**src/rtl/mdio_pkg.sv**
```systemverilog
`timescale 1ns/1ps
// Package: shared constants, frame kinds and frame builder for the MDIO master.
// Assumes 64-bit frames with a full 32-bit preamble.
package mdio_pkg;

    localparam int FRAME_BITS = 64;
    localparam logic [5:0] TA_FIRST   = 6'd46;
    localparam logic [5:0] TA_SECOND  = 6'd47;
    localparam logic [5:0] DATA_FIRST = 6'd48;
    localparam logic [5:0] LAST_BIT   = 6'(FRAME_BITS - 1);

    localparam logic [1:0] RA_CFG  = 2'd0;
    localparam logic [1:0] RA_CTRL = 2'd1;
    localparam logic [1:0] RA_ADDR = 2'd2;
    localparam logic [1:0] RA_DATA = 2'd3;

    localparam int CTRL_RD_BIT = 15;

    typedef enum logic [1:0] {
        K_ADDR  = 2'd0,
        K_WRITE = 2'd1,
        K_READ  = 2'd2
    } frame_kind_e;

    // Assemble the full serial word, MSB sent first.
    function automatic logic [63:0] build_frame(input logic c45, input frame_kind_e kind,
                                                input logic [4:0] port_a, input logic [4:0] dev_a,
                                                input logic [15:0] payload);
        logic [1:0] st;
        logic [1:0] op;
        logic [1:0] ta;
        logic [15:0] body;
        st = c45 ? 2'b00 : 2'b01;
        unique case (kind)
            K_ADDR:  op = 2'b00;
            K_READ:  op = c45 ? 2'b11 : 2'b10;
            default: op = 2'b01;
        endcase
        ta   = (kind == K_READ) ? 2'b11 : 2'b10;
        body = (kind == K_READ) ? 16'hFFFF : payload;
        return {32'hFFFF_FFFF, st, op, port_a, dev_a, ta, body};
    endfunction

endpackage

```
**src/rtl/mdio_clkgen.sv**
```systemverilog
`timescale 1ns/1ps
// Module: mdio_clkgen
// Emits a one-cycle tick every div+1 system clocks while run is high.
// Assumes div is held stable while run is high; div of zero yields no ticks.
module mdio_clkgen #(
    parameter int DIV_W = 10
) (
    input  logic             clk,
    input  logic             rst_n,
    input  logic             run,
    input  logic [DIV_W-1:0] div,
    output logic             tick
);

    logic [DIV_W-1:0] cnt;

    assign tick = run && (div != '0) && (cnt == div);

    // Count system clocks within one MDC half-period.
    always_ff @(posedge clk) begin
        if (!rst_n || !run) begin
            cnt <= '0;
        end else if (tick) begin
            cnt <= '0;
        end else begin
            cnt <= cnt + 1'b1;
        end
    end

    AST_CNT_WITHIN_DIV: assert property (@(posedge clk) disable iff (!rst_n)
        (run && $past(run)) |-> (cnt <= div));

endmodule

```
**src/rtl/mdio_frame_eng.sv**
```systemverilog
`timescale 1ns/1ps
// Module: mdio_frame_eng
// Shifts one 64-bit management frame out on MDIO. Each bit has two MDC
// halves: in half A the bit is driven, and at the start of half B MDIO is sampled.
// Assumes launch is only asserted while idle and neg_edge is stable while busy.
module mdio_frame_eng
    import mdio_pkg::*;
(
    input  logic        clk,
    input  logic        rst_n,
    input  logic        launch,
    input  logic [63:0] launch_frame,
    input  logic        launch_read,
    input  logic        tick,
    input  logic        neg_edge,
    input  logic        mdio_i,
    output logic        busy,
    output logic        mdc,
    output logic        mdio_o,
    output logic        mdio_oe,
    output logic        done_rd,
    output logic [15:0] rx_data,
    output logic        rx_err
);

    logic        half;
    logic [5:0]  idx;
    logic [63:0] sh;
    logic        rd;
    logic        oe;
    logic [15:0] rxs;
    logic        ta_bad;
    logic        done_q;
    logic [5:0]  idx_nxt;

    assign idx_nxt = idx + 6'd1;
    assign mdc     = busy && (half ? neg_edge : !neg_edge);
    assign mdio_o  = sh[63];
    assign mdio_oe = oe;
    assign done_rd = done_q;
    assign rx_data = rxs;
    assign rx_err  = ta_bad;

    // Frame sequencer: launch, per-half advance, sampling and completion.
    always_ff @(posedge clk) begin
        if (!rst_n) begin
            busy   <= 1'b0;
            half   <= 1'b0;
            idx    <= '0;
            sh     <= '1;
            rd     <= 1'b0;
            oe     <= 1'b0;
            rxs    <= '0;
            ta_bad <= 1'b0;
            done_q <= 1'b0;
        end else begin
            done_q <= 1'b0;
            if (launch && !busy) begin
                busy   <= 1'b1;
                half   <= 1'b0;
                idx    <= '0;
                sh     <= launch_frame;
                rd     <= launch_read;
                oe     <= 1'b1;
                ta_bad <= 1'b0;
            end else if (busy && tick) begin
                if (!half) begin
                    half <= 1'b1;
                    if (rd && idx == TA_SECOND) begin
                        ta_bad <= mdio_i;
                    end
                    if (rd && idx >= DATA_FIRST) begin
                        rxs <= {rxs[14:0], mdio_i};
                    end
                end else if (idx == LAST_BIT) begin
                    busy   <= 1'b0;
                    half   <= 1'b0;
                    oe     <= 1'b0;
                    sh     <= '1;
                    done_q <= rd;
                end else begin
                    half <= 1'b0;
                    idx  <= idx_nxt;
                    sh   <= {sh[62:0], 1'b1};
                    oe   <= !(rd && idx_nxt >= TA_FIRST);
                end
            end
        end
    end

    AST_TA_RELEASED: assert property (@(posedge clk) disable iff (!rst_n)
        (busy && rd && idx >= TA_FIRST) |-> !mdio_oe);
    AST_WRITE_DRIVEN: assert property (@(posedge clk) disable iff (!rst_n)
        (busy && !rd) |-> mdio_oe);
    AST_ADVANCE_ON_TICK: assert property (@(posedge clk) disable iff (!rst_n)
        (busy && $past(busy) && !$past(tick)) |-> ($stable(idx) && $stable(half)));
    AST_ERR_FROM_READ: assert property (@(posedge clk) disable iff (!rst_n)
        $rose(ta_bad) |-> $past(rd));

endmodule

```
**src/rtl/mdio_regs.sv**
```systemverilog
`timescale 1ns/1ps
// Module: mdio_regs
// Host-visible register bank. Decodes the writes that launch frames and
// captures read results. Assumes a single write per cycle; all writes are
// dropped while the frame engine reports busy.
module mdio_regs
    import mdio_pkg::*;
#(
    parameter int DIV_W = 10,
    localparam int REG_W = 16 + DIV_W
) (
    input  logic             clk,
    input  logic             rst_n,
    input  logic             reg_wr,
    input  logic [1:0]       reg_addr,
    input  logic [REG_W-1:0] reg_wdata,
    output logic [REG_W-1:0] reg_rdata,
    input  logic             busy,
    input  logic             done_rd,
    input  logic [15:0]      rx_data,
    input  logic             rx_err,
    output logic             launch,
    output logic [63:0]      launch_frame,
    output logic             launch_read,
    output logic             cfg_neg,
    output logic [DIV_W-1:0] cfg_div
);

    logic             c45_q;
    logic             neg_q;
    logic             err_q;
    logic [DIV_W-1:0] div_q;
    logic [4:0]       phy_q;
    logic [4:0]       dev_q;
    logic [15:0]      addr_q;
    logic [15:0]      data_q;
    logic             accept;
    frame_kind_e      kind;
    logic [4:0]       pa;
    logic [4:0]       da;

    assign accept  = reg_wr && !busy;
    assign cfg_neg = neg_q;
    assign cfg_div = div_q;

    // Decide whether this write launches a frame, and with which fields.
    always_comb begin
        launch = 1'b0;
        kind   = K_WRITE;
        pa     = phy_q;
        da     = dev_q;
        if (accept && div_q != '0) begin
            case (reg_addr)
                RA_CTRL: begin
                    if (reg_wdata[CTRL_RD_BIT]) begin
                        launch = 1'b1;
                        kind   = K_READ;
                        pa     = reg_wdata[4:0];
                        da     = reg_wdata[9:5];
                    end
                end
                RA_ADDR: begin
                    if (c45_q) begin
                        launch = 1'b1;
                        kind   = K_ADDR;
                    end
                end
                RA_DATA: begin
                    launch = 1'b1;
                    kind   = K_WRITE;
                end
                default: ;
            endcase
        end
    end

    assign launch_frame = build_frame(c45_q, kind, pa, da, reg_wdata[15:0]);
    assign launch_read  = (kind == K_READ);

    // Register updates from host writes and from completed reads.
    always_ff @(posedge clk) begin
        if (!rst_n) begin
            c45_q  <= 1'b0;
            neg_q  <= 1'b0;
            err_q  <= 1'b0;
            div_q  <= '0;
            phy_q  <= '0;
            dev_q  <= '0;
            addr_q <= '0;
            data_q <= '0;
        end else begin
            if (accept) begin
                case (reg_addr)
                    RA_CFG: begin
                        c45_q <= reg_wdata[1];
                        neg_q <= reg_wdata[3];
                        div_q <= reg_wdata[16 +: DIV_W];
                    end
                    RA_CTRL: begin
                        phy_q <= reg_wdata[4:0];
                        dev_q <= reg_wdata[9:5];
                    end
                    RA_ADDR: addr_q <= reg_wdata[15:0];
                    default: data_q <= reg_wdata[15:0];
                endcase
            end
            if (launch && launch_read) begin
                err_q <= 1'b0;
            end
            if (done_rd) begin
                err_q  <= rx_err;
                data_q <= rx_err ? 16'hFFFF : rx_data;
            end
        end
    end

    // Read mux over the four registers.
    always_comb begin
        reg_rdata = '0;
        case (reg_addr)
            RA_CFG: begin
                reg_rdata[0]          = busy;
                reg_rdata[1]          = c45_q;
                reg_rdata[2]          = err_q;
                reg_rdata[3]          = neg_q;
                reg_rdata[16 +: DIV_W] = div_q;
            end
            RA_CTRL: reg_rdata[9:0]  = {dev_q, phy_q};
            RA_ADDR: reg_rdata[15:0] = addr_q;
            default: reg_rdata[15:0] = data_q;
        endcase
    end

    AST_CFG_FROZEN_BUSY: assert property (@(posedge clk) disable iff (!rst_n)
        (busy && $past(busy)) |-> ($stable(div_q) && $stable(c45_q) && $stable(neg_q)));
    AST_FIELDS_FROZEN_BUSY: assert property (@(posedge clk) disable iff (!rst_n)
        (busy && $past(busy)) |-> ($stable(phy_q) && $stable(dev_q) && $stable(data_q) && $stable(addr_q)));

endmodule

```
**src/rtl/mdio_master.sv**
```systemverilog
`timescale 1ns/1ps
// Module: mdio_master
// Top of the MDIO management master: register bank, MDC divider and frame
// engine. Assumes an external pad combines mdio_o/mdio_oe into the shared line.
module mdio_master
    import mdio_pkg::*;
#(
    parameter int DIV_W = 10,
    localparam int REG_W = 16 + DIV_W
) (
    input  logic             clk,
    input  logic             rst_n,
    input  logic             reg_wr,
    input  logic [1:0]       reg_addr,
    input  logic [REG_W-1:0] reg_wdata,
    output logic [REG_W-1:0] reg_rdata,
    output logic             mdc,
    output logic             mdio_o,
    output logic             mdio_oe,
    input  logic             mdio_i
);

    logic             busy;
    logic             tick;
    logic             launch;
    logic [63:0]      launch_frame;
    logic             launch_read;
    logic             cfg_neg;
    logic [DIV_W-1:0] cfg_div;
    logic             done_rd;
    logic [15:0]      rx_data;
    logic             rx_err;

    mdio_regs #(.DIV_W(DIV_W)) u_regs (
        .clk          (clk),
        .rst_n        (rst_n),
        .reg_wr       (reg_wr),
        .reg_addr     (reg_addr),
        .reg_wdata    (reg_wdata),
        .reg_rdata    (reg_rdata),
        .busy         (busy),
        .done_rd      (done_rd),
        .rx_data      (rx_data),
        .rx_err       (rx_err),
        .launch       (launch),
        .launch_frame (launch_frame),
        .launch_read  (launch_read),
        .cfg_neg      (cfg_neg),
        .cfg_div      (cfg_div)
    );

    mdio_clkgen #(.DIV_W(DIV_W)) u_clkgen (
        .clk   (clk),
        .rst_n (rst_n),
        .run   (busy),
        .div   (cfg_div),
        .tick  (tick)
    );

    mdio_frame_eng u_eng (
        .clk          (clk),
        .rst_n        (rst_n),
        .launch       (launch),
        .launch_frame (launch_frame),
        .launch_read  (launch_read),
        .tick         (tick),
        .neg_edge     (cfg_neg),
        .mdio_i       (mdio_i),
        .busy         (busy),
        .mdc          (mdc),
        .mdio_o       (mdio_o),
        .mdio_oe      (mdio_oe),
        .done_rd      (done_rd),
        .rx_data      (rx_data),
        .rx_err       (rx_err)
    );

    AST_START_NEEDS_DIV: assert property (@(posedge clk) disable iff (!rst_n)
        $rose(busy) |-> (cfg_div != '0));
    AST_MDC_HOLDS_NO_TICK: assert property (@(posedge clk) disable iff (!rst_n)
        (busy && $past(busy) && !$past(tick)) |-> $stable(mdc));

endmodule

```
**config.mk**
```make
export PLATFORM = sky130hd
export DESIGN_NAME = mdio_master
export DESIGN_NICKNAME = d
export VERILOG_FILES = /design/src/rtl/mdio_pkg.sv /design/src/rtl/mdio_clkgen.sv /design/src/rtl/mdio_frame_eng.sv /design/src/rtl/mdio_regs.sv /design/src/rtl/mdio_master.sv
export SDC_FILE = /design/constraint.sdc
export NUM_CORES = 1
export LEC_CHECK = 0
export ABC_CLOCK_PERIOD_IN_PS = 2150
export BUFFER_PORTS_ARGS = -buffer_cell sky130_fd_sc_hd__buf_2
export CAP_MARGIN = 20
export CORE_UTILIZATION = 54
export DETAILED_ROUTE_END_ITERATION = 6
export GPL_ROUTABILITY_DRIVEN = 1
export PLACE_DENSITY = 0.85
export SYNTH_ARGS = -nofsm -noshare
export SYNTH_HDL_FRONTEND = slang
export SYNTH_SLANG_ARGS = --single-unit
```
**constraint.sdc**
```tcl
create_clock -name clk -period 2.15 [get_ports clk]
set_clock_uncertainty 0.05 [all_clocks]
set_input_delay 0 -clock clk [delete_from_list [all_inputs] [get_ports clk]]
set_output_delay 0 -clock clk [all_outputs]
set_load 0.1 [all_outputs]
```
# Yosys cells after proc, flatten, opt, wreduce, memory -nomap -nowiden

Index checks and enable logic that the tools add are counted.

Logic and storage cells: 117
Bits in registers: 157

$lt $le $gt $ge: 2
Bitwise operators: 5
Reduce and logical (&&, ||, !) cells: 39
Equality and inequality tests: 8
$add $sub $neg: 2
Muxes and demuxes: 42

Operators by type and width:

| operator                                       | number |
|---|---|
| 2-to-1 mux 32 bit                              | 3 |
| 2-to-1 mux 16 bit                              | 5 |
| 2-to-1 mux 64 bit                              | 1 |
| 2-to-1 mux 5 bit                               | 6 |
| 2-to-1 mux 1 bit                               | 18 |
| case mux 6 bit (3 select lines)                | 1 |
| == test 6 bit (second input constant)          | 2 |
| >= comparator 6 bit (second input constant)    | 2 |
| case mux 4 bit (3 select lines)                | 1 |
| case mux 6 bit (2 select lines)                | 1 |
| AND reduction 2 bit                            | 6 |
| logical AND 1 bit                              | 11 |
| adder 10 x 1 -> 10 bit (second input constant) | 1 |
| == test 10 bit                                 | 1 |
| 2-to-1 mux 10 bit                              | 1 |
| nonzero test 10 bit                            | 1 |
| nonzero test 2 bit                             | 5 |
| AND reduction 3 bit                            | 3 |
| case mux 2 bit (2 select lines)                | 2 |
| adder 6 x 1 -> 6 bit (second input constant)   | 1 |
| == test 2 bit (second input constant)          | 3 |
| OR reduction 2 bit                             | 3 |
| inverter 1 bit                                 | 5 |
| OR reduction 5 bit                             | 1 |
| 9 further kinds                                | 14 |

# Depth between registers and ports, before layout

Gate-level depths: netlist of run 1.

Depth after elaboration: 8
Depth in mapped cells: 11
Gate-level depth less buffers: 7

# Hierarchy

Synthesis of run 1 repeated with hierarchy kept, for this count alone.

Cells, all modules: 888
Area, all modules: 7,785.0 µm²

By module, submodules not included:

| module         | cells each | area each (µm²) | instances | seq. area each (µm²) |
|---|---|---|---|---|
| mdio_frame_eng | 427        | 3,767.4         | 1         | 1,841.8 |
| mdio_regs      | 400        | 3,424.5         | 1         | 1,101.1 |
| mdio_clkgen    | 61         | 593.1           | 1         | 200.2 |

# Worst setup path before layout of run 1

OpenSTA, ideal clock, no wires.

Path kind: input port to output port
Start: input port reg_addr[0]
End: output port reg_rdata[4]
Path slack: -913 ps
Data arrival time: 3,013 ps
Buffers on the path: 2
Cell stages on the path: 6
Data required time: 2,100 ps
Cell sequence: inv_1 > ha_1 > clkbuf_1 > buf_1 > a22oi_1 > o21ai_0

Cells in the longest elaborated chain, start to end: 2
Elaborated cells between the ends (all ways): 4
Classes of those cells: eq/ne: 2; mux: 1; reduce/logical: 1

Ends and longest elaborated chain:

| item                                  | RTL line          | source |
|---|---|---|
| start, declared                       | mdio_master.sv:14 | `input logic [1:0] reg_addr,` |
| == test 2 bit (tied with other cells) | mdio_regs.sv:120  | `case (reg_addr)` |
| case mux 6 bit (3 select lines) (*)   | mdio_regs.sv:120  |  |
| end, declared                         | mdio_master.sv:16 | `output logic [REG_W-1:0] reg_rdata,` |

Mark *: on every way between the ends. The rest lies on a longest branch, timed or not.

# Worst setup path in the final report of run 1

Start: register u_regs.div_q[9], in the netlist u_regs.cfg_div[9]
End: register u_eng.rxs[14], in the netlist u_eng.rx_data[14]

Cells in the longest elaborated chain, start to end: 6
Elaborated cells between the ends (all ways): 10
Classes of those cells: eq/ne: 1; mux: 1; bitwise: 1; reduce/logical: 7

Ends and longest elaborated chain:

| item                                     | RTL line                           | source |
|---|---|---|
| start, declared                          | mdio_regs.sv:32                    | `logic [DIV_W-1:0] div_q;` |
| start signal, assigned                   | mdio_regs.sv:97                    | `div_q <= reg_wdata[16 +: DIV_W];` |
| nonzero test 10 bit                      | mdio_clkgen.sv:17, mdio_regs.sv:52 |  |
| logical AND 1 bit                        | mdio_regs.sv:52                    | `if (accept && div_q != '0) begin` |
| 2-to-1 mux 1 bit                         | mdio_regs.sv:52                    |  |
| logical AND 1 bit                        | mdio_frame_eng.sv:58               | `if (launch && !busy) begin` |
| inverter 1 bit (no source line)          | -                                  |  |
| AND reduction 4 bit (no source line) (*) | -                                  |  |
| end signal, assigned                     | mdio_frame_eng.sv:73               | `rxs <= {rxs[14:0], mdio_i};` |
| end, declared                            | mdio_frame_eng.sv:31               | `logic [15:0] rxs;` |

Marked as above.
A chain may end at the register's enable or synchronous reset.

==> results of run 1 <==
## cells in the mapped netlist (2+ instances only)
cell type	instances	area, um2
o311ai_0	8	70.1
a222oi_1	4	40.0
inv_1	12	45.0
o21a_1	5	37.5
o41ai_1	2	17.5
ha_1	8	100
mux2i_1	30	300
buf_1	3	11.3
o32a_1	6	60.1
o311ai_1	2	17.5
a22oi_1	6	45.0
a221oi_1	5	43.8
dfxtp_1	157	3140
buf_2	12	60.1
nand3b_1	2	15.0
xor2_1	5	43.8
and4_1	2	17.5
buf_6	3	33.8
nor2_1	52	195
nand4_1	15	93.8
or4_1	5	37.5
nand2_1	129	484
a31oi_1	7	43.8
o21ai_0	75	375
nand2b_1	3	18.8
clkbuf_1	49	184
xnor2_1	17	149
o221ai_1	12	105
a21o_1	5	37.5
a21oi_2	2	17.5
nor3_1	53	265
and2_1	16	100
or3_1	4	25.0
and3_1	7	43.8
nor4_1	3	18.8
o31ai_1	2	15.0
nand3_1	44	220
a21oi_1	57	285
## how the worst max path moves through the flow
stage	slack (ns)	cells past startpoint	from	endpoint
2_1_floorplan	-0.16	6	reg_addr[0]	reg_rdata[4]
3_3_place_gp	-0.35	6	u_regs.cfg_div[5]$_SDFFE_PN0P_	u_eng.sh[63]$_SDFFE_PP1P_
3_5_place_dp	-0.21	6	u_regs.cfg_div[2]$_SDFFE_PN0P_	u_eng.sh[1]$_SDFFE_PN1P_
4_1_cts	-0.09	7	u_regs.cfg_div[5]$_SDFFE_PN0P_	u_eng.rx_data[9]$_SDFFE_PN0P_
5_1_grt	-0.26	7	u_clkgen.cnt[7]$_SDFF_PP0_	u_eng.sh[47]$_SDFFE_PP1P_
6_report	-0.21	7	u_regs.cfg_div[9]$_SDFFE_PN0P_	u_eng.rx_data[14]$_SDFFE_PN0P_
## metrics by stage
step	instances	cell area (um2)
after global routing	1165	9680
after floorplan	841	7120
final	1165	9680
after CTS	1155	9450
after global placement	1083	8240
after detailed placement	1084	8250
## worst max-delay path, cell delays in order, from the launching register on
cell and delay [ns]:
dfxtp_2 0.33, or4_4 0.54, o41a_1 0.49, nand2_2 0.13
buf_12 0.11, nand4_4 0.17, buf_12 0.23, mux2i_4 0.18
## power by group through the flow
stage	combinational (mW)	sequential [mW]	clock, mW
after CTS	0.771	3.02	3.03
after floorplan	0.399	3.09	0
after global placement	0.648	3.08	0
after detailed placement	0.662	3.09	0
final	0.853	3.03	3.05
after global routing	0.891	3.03	3.17
## flip-flops by register name, indices dropped and copies added, names as in the netlist
name,count
u_regs.c45_q,1
u_eng.mdio_oe,1
u_regs.data_q,16
u_eng.rx_err,1
u_regs.cfg_div,10
u_regs.cfg_neg,1
u_eng.rd,1
u_regs.addr_q,16
u_eng.done_rd,1
u_regs.phy_q,5
u_eng.rx_data,16
u_regs.dev_q,5
u_eng.idx,6
u_clkgen.cnt,10
u_eng.sh,64
u_eng.busy,1
u_eng.half,1
u_regs.err_q,1
## logic make-up after synthesis
family | after synthesis | synth area share [%]
XOR/XNOR | 22 | 2.78
AND/OR/NAND/NOR | 342 | 23.2
adder cells (fa/ha/maj) | 8 | 1.44
buffers and inverters | 80 | 4.92
multiplexers | 30 | 4.33
AO/OA/AOI/OAI | 202 | 18.0
flip-flops | 157 | 45.3
## routing by layer
| layer | up-vias | global-route usage (%) | wire [um] | part of all wire, % |
|---|---|---|---|---|
| met2 | 482 | 58.8 | 11200 | 48 |
| met4 | 0 | 21.9 | 1490 | 6.3 |
| met3 | 152 | 9.49 | 1930 | 8.2 |
| met5 | - | 0 | 0 | 0 |
| li1 | 3280 | - | - | - |
| met1 | 3460 | 37.9 | 8830 | 38 |
## what timing repair did
| item | 4_1_cts | 5_1_grt |
|---|---|---|
| cloned | 0 | 3 |
| buffers inserted | 13 | 7 |
| hold buffers | 27 | 0 |
| resized for setup | 91 | 27 |
| pin swaps | 26 | 16 |
| setup endpoints to repair | 76 | 89 |
| hold endpoints to repair | 75 | 0 |
## area by class of cell
class | count | area share, %
inverters | 12 | 0.465
clock buffers | 18 | 4.53
clock inverters | 13 | 1.54
repair buffers | 188 | 18.6
flip-flops and latches | 157 | 32.6
multi-input cells | 605 | 40.0
well taps | 172 | 2.22
==> results.cfg, run 1 <==
[finish]
register_area_mm2 = 0.00316
layout-drive-gt1-share_pct = 28.0
final_common_cell = dfxtp_1
nNetsFinal = 1021
n_antenna_cell = 0
syn_to_final_growth_pct = 39.6
fillCellCount = 732
multi_input_area_mm2 = 0.00388
mostFrequentLayoutCells = dfxtp_1, nand2_1, buf_4
utilization_pct = 77.1

[floorplanning]
die-area_mm2 = 0.0133
ioPinCount = 61
start_util_pct = 55.2
die_w_um = 115
num_rows = 41
fp.dieH_um = 115
core_area_mm2 = 0.0126

[sta]
fmax_mhz = 423
setup_slack_ns = -0.214
rsz0062_at_grt = yes
setup_viol = 97
max_slew_margin_pct = 55.1
slew_viol_final = 0
min_period_ns = 2.36
holdWs_ns = 0.0864
tightest_slew_ns = 0.674
fin_crit_sh_pct = 110
finalHoldViolCount = 0
timing.setup.tns_ns = -11.89

[cts]
path_clk_slew_ns = 0.06
root_buffer = clkbuf_16
clkSinkCount = 157
htreeDepth = 4
numCtsBuffers = 17
cts_buffer_depth = 2
cts_tree = built
insertion_delay_ns = 0.44

[worst_setup_path]
r2r_cells = 7
endpoint_kind = register
cp_max_fo = 8
critPathLaunchType = register
cp_data_arrival_time_ns = 2.64
worst-setup-path-type = reg2reg
r2r_start = u_regs.cfg_div[9]$_SDFFE_PN0P_
r2r_setup_slack_ns = -0.21
required_ns = 2.42
worstReg2RegEnd = u_eng.rx_data[14]$_SDFFE_PN0P_

[pwr]
leakagePower_nw = 3.76
power.internal_mw = 5.16
clock_power_share_pct = 44.0
power_mw = 6.94
ir_drop_mv = 0.504
combPwrFrac_pct = 12.3
p_sw_mw = 1.78
p_seq_share_pct = 43.7
power_density_mw_per_mm2 = 716
switching_share_pct = 25.6

[synthesis]
synth_cell_type_count = 50
ys_warn_count = 0
synth_flop_cell = dfxtp_1
synth_cells = 841
syn_area_per_cell_um2 = 8.25
synth_area_mm2 = 0.00694
syn-num-nets = 881
async_flop_share_pct = 0
synth_seq_cells = 157
yosysSeqAreaShare_pct = 45.3
synth_edf_count = 0

[hold_path]
hp-class = in2reg
min-delay-start = rst_n
holdPathEnd = u_eng.sh[31]$_SDFFE_PN1P_
min_delay_path_depth = 3

[place]
gp_congestion = 0.844
pre_cts_slack_ns = -0.210
hpwlAfterDp_mm = 12.7
portBuffers = 60

[route]
routed_wirelength_mm = 23.5
drc = 0
via_count = 7374
vias_per_cell = 6.33
routedWlPerCell_um = 20.2
drt-pass1-iter-count = 6
drt_iter0_markers = 811
ant_nets = 0

[job]
cap_violations = 0

[global_route]
grt_pass1_wl_mm = 35.2
grt_max_degree = 56
track_usage_pct = 34.5
grt_pass1_vias = 7228
antenna_found_initial = 0
globalRouteOverflowTotal = 0

[outcome]
status = finished, violations left
violations = setup timing
(Power assumes the default switching activity.)
==> inputs of run 2 (changes only) <==
CELL_PAD_IN_SITES_DETAIL_PLACEMENT = 0   (was not set)
CELL_PAD_IN_SITES_GLOBAL_PLACEMENT = 1   (was not set)
CORE_UTILIZATION = 40   (was 54)
PLACE_DENSITY = 0.84   (was 0.85)
SLEW_MARGIN = 20   (was not set)
==> run 2 against run 1 <==
Effect of this change: the run still ends with setup timing left; global-route usage decreased by 10 points; routed wire length decreased by 2.4%; worst setup slack got worse by 0.0039 ns; non-clock buffer count increased by 18; maximum frequency decreased by 0.16%; total power increased by 7.7%; cell count increased by 5.8%; combinational power increased by 11%; die area increased by 34%; design area increased by 12%; highest routed layer is now met5.
==> results.cfg, run 2 (same netlist as run 1, synthesis figures left out) <==
[cts]
root_buffer = clkbuf_16
cts_buffer_depth = 2
cts_tree = built
numCtsBuffers = 17
htreeDepth = 4
path_clk_slew_ns = 0.06
clkSinkCount = 157
insertion_delay_ns = 0.43

[global_route]
antenna_found_initial = 1
grt_max_degree = 56
grt_pass1_vias = 6702
globalRouteOverflowTotal = 0
grt_pass1_wl_mm = 34.3
track_usage_pct = 24.2

[hold_path]
hp-class = in2reg

[finish]
nNetsFinal = 1039
fillCellCount = 1278
largest_register = u_eng.sh
syn_to_final_growth_pct = 55.8
layout-drive-gt1-share_pct = 38.6
n_antenna_cell = 0
mostFrequentLayoutCells = dfxtp_1, nand2_1, buf_4
largest_register_ffs = 64
final_common_cell = dfxtp_1

[route]
drc = 0
ant_nets = 0
via_count = 7043
drt-pass1-iter-count = 6
routed_wirelength_mm = 22.9
routedWlPerCell_um = 18.6
vias_per_cell = 5.72
drt_iter0_markers = 606

[sta]
setup_slack_ns = -0.218
rsz0062_at_grt = yes
fin_crit_sh_pct = 110
tightest_slew_ns = 0.798
min_period_ns = 2.37
slew_viol_final = 0
max_slew_margin_pct = 46.6
finalHoldViolCount = 0
setup_viol = 92
fmax_mhz = 422

[job]
cap_violations = 0

[worst_setup_path]
worst-setup-path-type = reg2reg
critPathLaunchType = register
cp_max_fo = 4
endpoint_kind = register
cp_data_arrival_time_ns = 2.64
r2r_setup_slack_ns = -0.22
required_ns = 2.42

[floorplanning]
die_w_um = 134
fp.dieH_um = 134
start_util_pct = 41.4
num_rows = 47
core_area_mm2 = 0.0168
die-area_mm2 = 0.0179
ioPinCount = 61

[outcome]
violations = setup timing
status = finished, violations left

[place]
gp_congestion = 0.781
portBuffers = 60
pre_cts_slack_ns = -0.338
hpwlAfterDp_mm = 12.6

[pwr]
ir_drop_mv = 0.629
power_density_mw_per_mm2 = 692
leakagePower_nw = 4.11
power_mw = 7.47
-- run 2: worst max-delay path: stages, from the launching register on --
cell and delay (ns):
dfxtp_4 0.34, or4_4 0.51, o41a_1 0.48, buf_6 0.18
a21oi_4 0.21, buf_6 0.18, buf_4 0.13, o311ai_4 0.10
o41ai_2 0.08
-- run 2: repair_timing --
| item | 4_1_cts | 5_1_grt |
|---|---|---|
| hold endpoints to repair | 77 | 0 |
| setup endpoints to repair | 91 | 103 |
| pin swaps | 27 | 44 |
| gates cloned | 6 | 10 |
| resized for setup | 124 | 149 |
| buffers inserted | 20 | 10 |
| hold buffers | 27 | 0 |
-- run 2: layout make-up --
cell class	count	area (um2)	share of cell area [%]
multi-input combinational	605	4440	41.1
sequential	157	3160	29.2
timing repair buffer	206	2210	20.4
clock buffer	22	474	4.39
tap	220	275	2.55
clock inverter	10	209	1.93
inverter	12	45.0	0.417
-- run 2: per-stage QoR --
| stage | std cells | setup TNS (ns) | area, um2 | hold slack [ns] | utilization [%] |
|---|---|---|---|---|---|
| 2_1_floorplan | 841 | -1.57 | 7120 | 0.0784 | - |
| 5_1_grt | 1232 | -16.95 | 10800 | 0.136 | 64.5 |
| 6_report | 1232 | -10.24 | 10800 | 0.118 | 64.5 |
| 3_5_place_dp | 1132 | -15.06 | 8310 | 0.196 | 49.6 |
| 3_3_place_gp | 1132 | -11.13 | 8310 | 0.195 | 49.6 |
| 4_1_cts | 1217 | -4.37 | 9930 | 0.0774 | 59.2 |
-- run 2: final timing paths --
kind	cells past startpoint	start	endpoint
max	8	u_regs.cfg_div[0]$_SDFFE_PN0P_	u_eng.idx[2]$_SDFFE_PP0P_
min	3	rst_n	u_eng.sh[24]$_SDFFE_PN1P_
max reg2reg	8	u_regs.cfg_div[0]$_SDFFE_PN0P_	u_eng.idx[2]$_SDFFE_PP0P_
min reg2reg	2	u_regs.addr_q[9]$_SDFFE_PN0P_	u_regs.addr_q[9]$_SDFFE_PN0P_
-- run 2: per-layer routing --
metal	share of wire, %	up-vias	global-route usage, %
li1	-	3329	-
met1	42	3387	30.4
met2	49	259	40.3
met3	5.5	66	4.76
met4	3.3	2	10.2
met5	0.044	-	0
-- run 2: power by group --
part	leakage [nW]	total (mW)	internal (mW)	switching [mW]
Combinational	2.51	0.948	0.424	0.524
Clock	0.327	3.49	2.27	1.22
Sequential	1.28	3.03	2.98	0.0534
Total	4.11	7.47	5.68	1.80
==> inputs of run 3 (changes only) <==
BUFFER_PORTS_ARGS = not set   (was -buffer_cell sky130_fd_sc_hd__buf_2)
CORE_UTILIZATION = 43   (was 40)
DONT_BUFFER_PORTS = 1   (was not set)
==> run 3 against run 2 <==
Effect of this change: the flow still finishes with violations (setup timing); routed wire length fell by 5.7%; cell count down 3.7%; non-clock buffer count down 42; sequential cell count is the same; core utilization is 0.86 points lower; register-to-register slack better by 0.05 ns; hold slack got worse by 0.042 ns; total power down 6.9%; sequential power hardly changed; count of clock-buffer cells in the layout shrank 4; critical path type unchanged; critical endpoint is now u_eng.sh[7]$_SDFFE_PN1P_; largest cell class unchanged; largest power group unchanged.
==> results.cfg, run 3 (same netlist as run 1, synthesis figures left out) <==
[route]
routedWlPerCell_um = 18.2
routed_wirelength_mm = 21.6
wl_met1_mm = 9.46
ant_nets = 0
wl_met3_mm = 1.28
routed.top_layer = met4
via_count = 6767
vias_per_cell = 5.70
met2_wirelength_mm = 10.6
drt-pass1-iter-count = 5
drc = 0
drt_iter0_markers = 490

[floorplanning]
die_w_um = 129
die-area_mm2 = 0.0167
fp.dieH_um = 129
num_rows = 46
start_util_pct = 43.8
ioPinCount = 61
core_area_mm2 = 0.0158

[hold_path]
min-delay-start = reg_wr
hp-class = in2reg

[global_route]
track_usage_pct = 25.4
grt_pass1_vias = 6315
grt_max_degree = 56
antenna_found_initial = 2
grt_pass1_wl_mm = 33.0
globalRouteOverflowTotal = 0

[outcome]
violations = setup timing
status = finished, violations left

[cts]
root_buffer = clkbuf_16
path_clk_slew_ns = 0.06
insertion_delay_ns = 0.43
cts_tree = built
cts_buffer_depth = 2
clkSinkCount = 157
numCtsBuffers = 17
htreeDepth = 4

[sta]
max_slew_margin_pct = 47.1
rsz0062_at_grt = yes
min_period_ns = 2.32
timing.setup.tns_ns = -7.43
setup_viol = 93
setup_slack_ns = -0.172
fmax_mhz = 431
tightest_slew_ns = 0.794
fin_crit_sh_pct = 108
finalHoldViolCount = 0
slew_viol_final = 0

[place]
portBuffers = 0
place_inst = 1095
pre_cts_slack_ns = -0.178
gp_congestion = 0.821
dpl_cell_area_mm2 = 0.00806
hpwlAfterDp_mm = 12.8

[finish]
syn_to_final_growth_pct = 45.1
largest_register = u_eng.sh
layout-drive-gt1-share_pct = 33.8
nNetsFinal = 996
final_cell_area_mm2 = 0.0101
final_common_cell = dfxtp_1
mostFrequentLayoutCells = dfxtp_1, nand2_1, buf_4
fin_cells = 1187
largest_register_ffs = 64

[job]
cap_violations = 0

[worst_setup_path]
required_ns = 2.42
r2r_start = u_regs.cfg_div[6]$_SDFFE_PN0P_
endpoint_kind = register
cp_max_fo = 7
worst-setup-path-type = reg2reg
cp_data_arrival_time_ns = 2.59
critPathLaunchType = register
cp-startpoint = u_regs.cfg_div[6]$_SDFFE_PN0P_

[pwr]
power_density_mw_per_mm2 = 691
ir_drop_mv = 0.624
leakagePower_nw = 3.73
## run 3: changes by cell type in the layout (fill, tap and decap cells not counted), sizes merged, moves of 2 or more
| cell | change |
|---|---|
| buf | -43 |
| clkinv | +6 |
| clkbuf | -4 |
| bufinv | -3 |
| diode | +2 |
## run 3: layout make-up
cell class / instances / area, um2
fill: 1244 / 5760
multi-input combinational: 604 / 4210
sequential: 157 / 3170
timing repair buffer: 164 / 1760
clock buffer: 18 / 439
tap: 216 / 270
clock inverter: 14 / 168
inverter: 12 / 45.0
antenna: 2 / 5.00
## run 3: final timing paths
kind                                  endpoint  slack (ns)  cells past startpoint
hold reg to reg      u_eng.sh[15]$_SDFFE_PN1P_        0.40                      1
setup reg to reg      u_eng.sh[7]$_SDFFE_PN1P_       -0.17                      5
setup / recovery      u_eng.sh[7]$_SDFFE_PN1P_       -0.17                      5
hold / removal    u_regs.phy_q[3]$_SDFFE_PN0P_        0.08                      4
## run 3: repair_timing
item | in CTS | in global routing
endpoints found under the setup margin | 86 | 101
buffers inserted | 18 | 5
endpoints found under the hold margin | 111 | 0
resized for setup | 110 | 98
gates cloned | 1 | 8
hold buffers | 29 | 0
pin swaps | 32 | 17
## run 3: layer usage
metal | vias to the layer above | track usage (%)
li1 | 3244 | -
met1 | 3284 | 32.9
met2 | 210 | 41.7
met3 | 29 | 5.53
met4 | 0 | 8.79
met5 | - | 0
## run 3: critical path, stage by stage, from the launching register on
cell	delay (ns)
dfxtp_4	0.35
or4_4	0.52
o41a_1	0.52
a21o_4	0.30
o32a_1	0.36
o21a_1	0.11
## run 3: through the flow
step | utilization, % | power [mW] | hold WS, ns
after CTS | 59.9 | 6.91 | 0.0577
after global placement | 50.9 | 3.65 | 0.0318
after floorplan | - | 3.48 | 0.0784
final | 63.6 | 6.96 | 0.0756
after global routing | 63.6 | 7.18 | 0.0720
after detailed placement | 50.9 | 3.66 | 0.0372
## run 3: where the power goes
| part | switching [mW] | internal, mW |
|---|---|---|
| clock | 1.25 | 1.86 |
| combinational | 0.483 | 0.340 |
| sequential | 0.0502 | 2.98 |
| total | 1.79 | 5.17 |
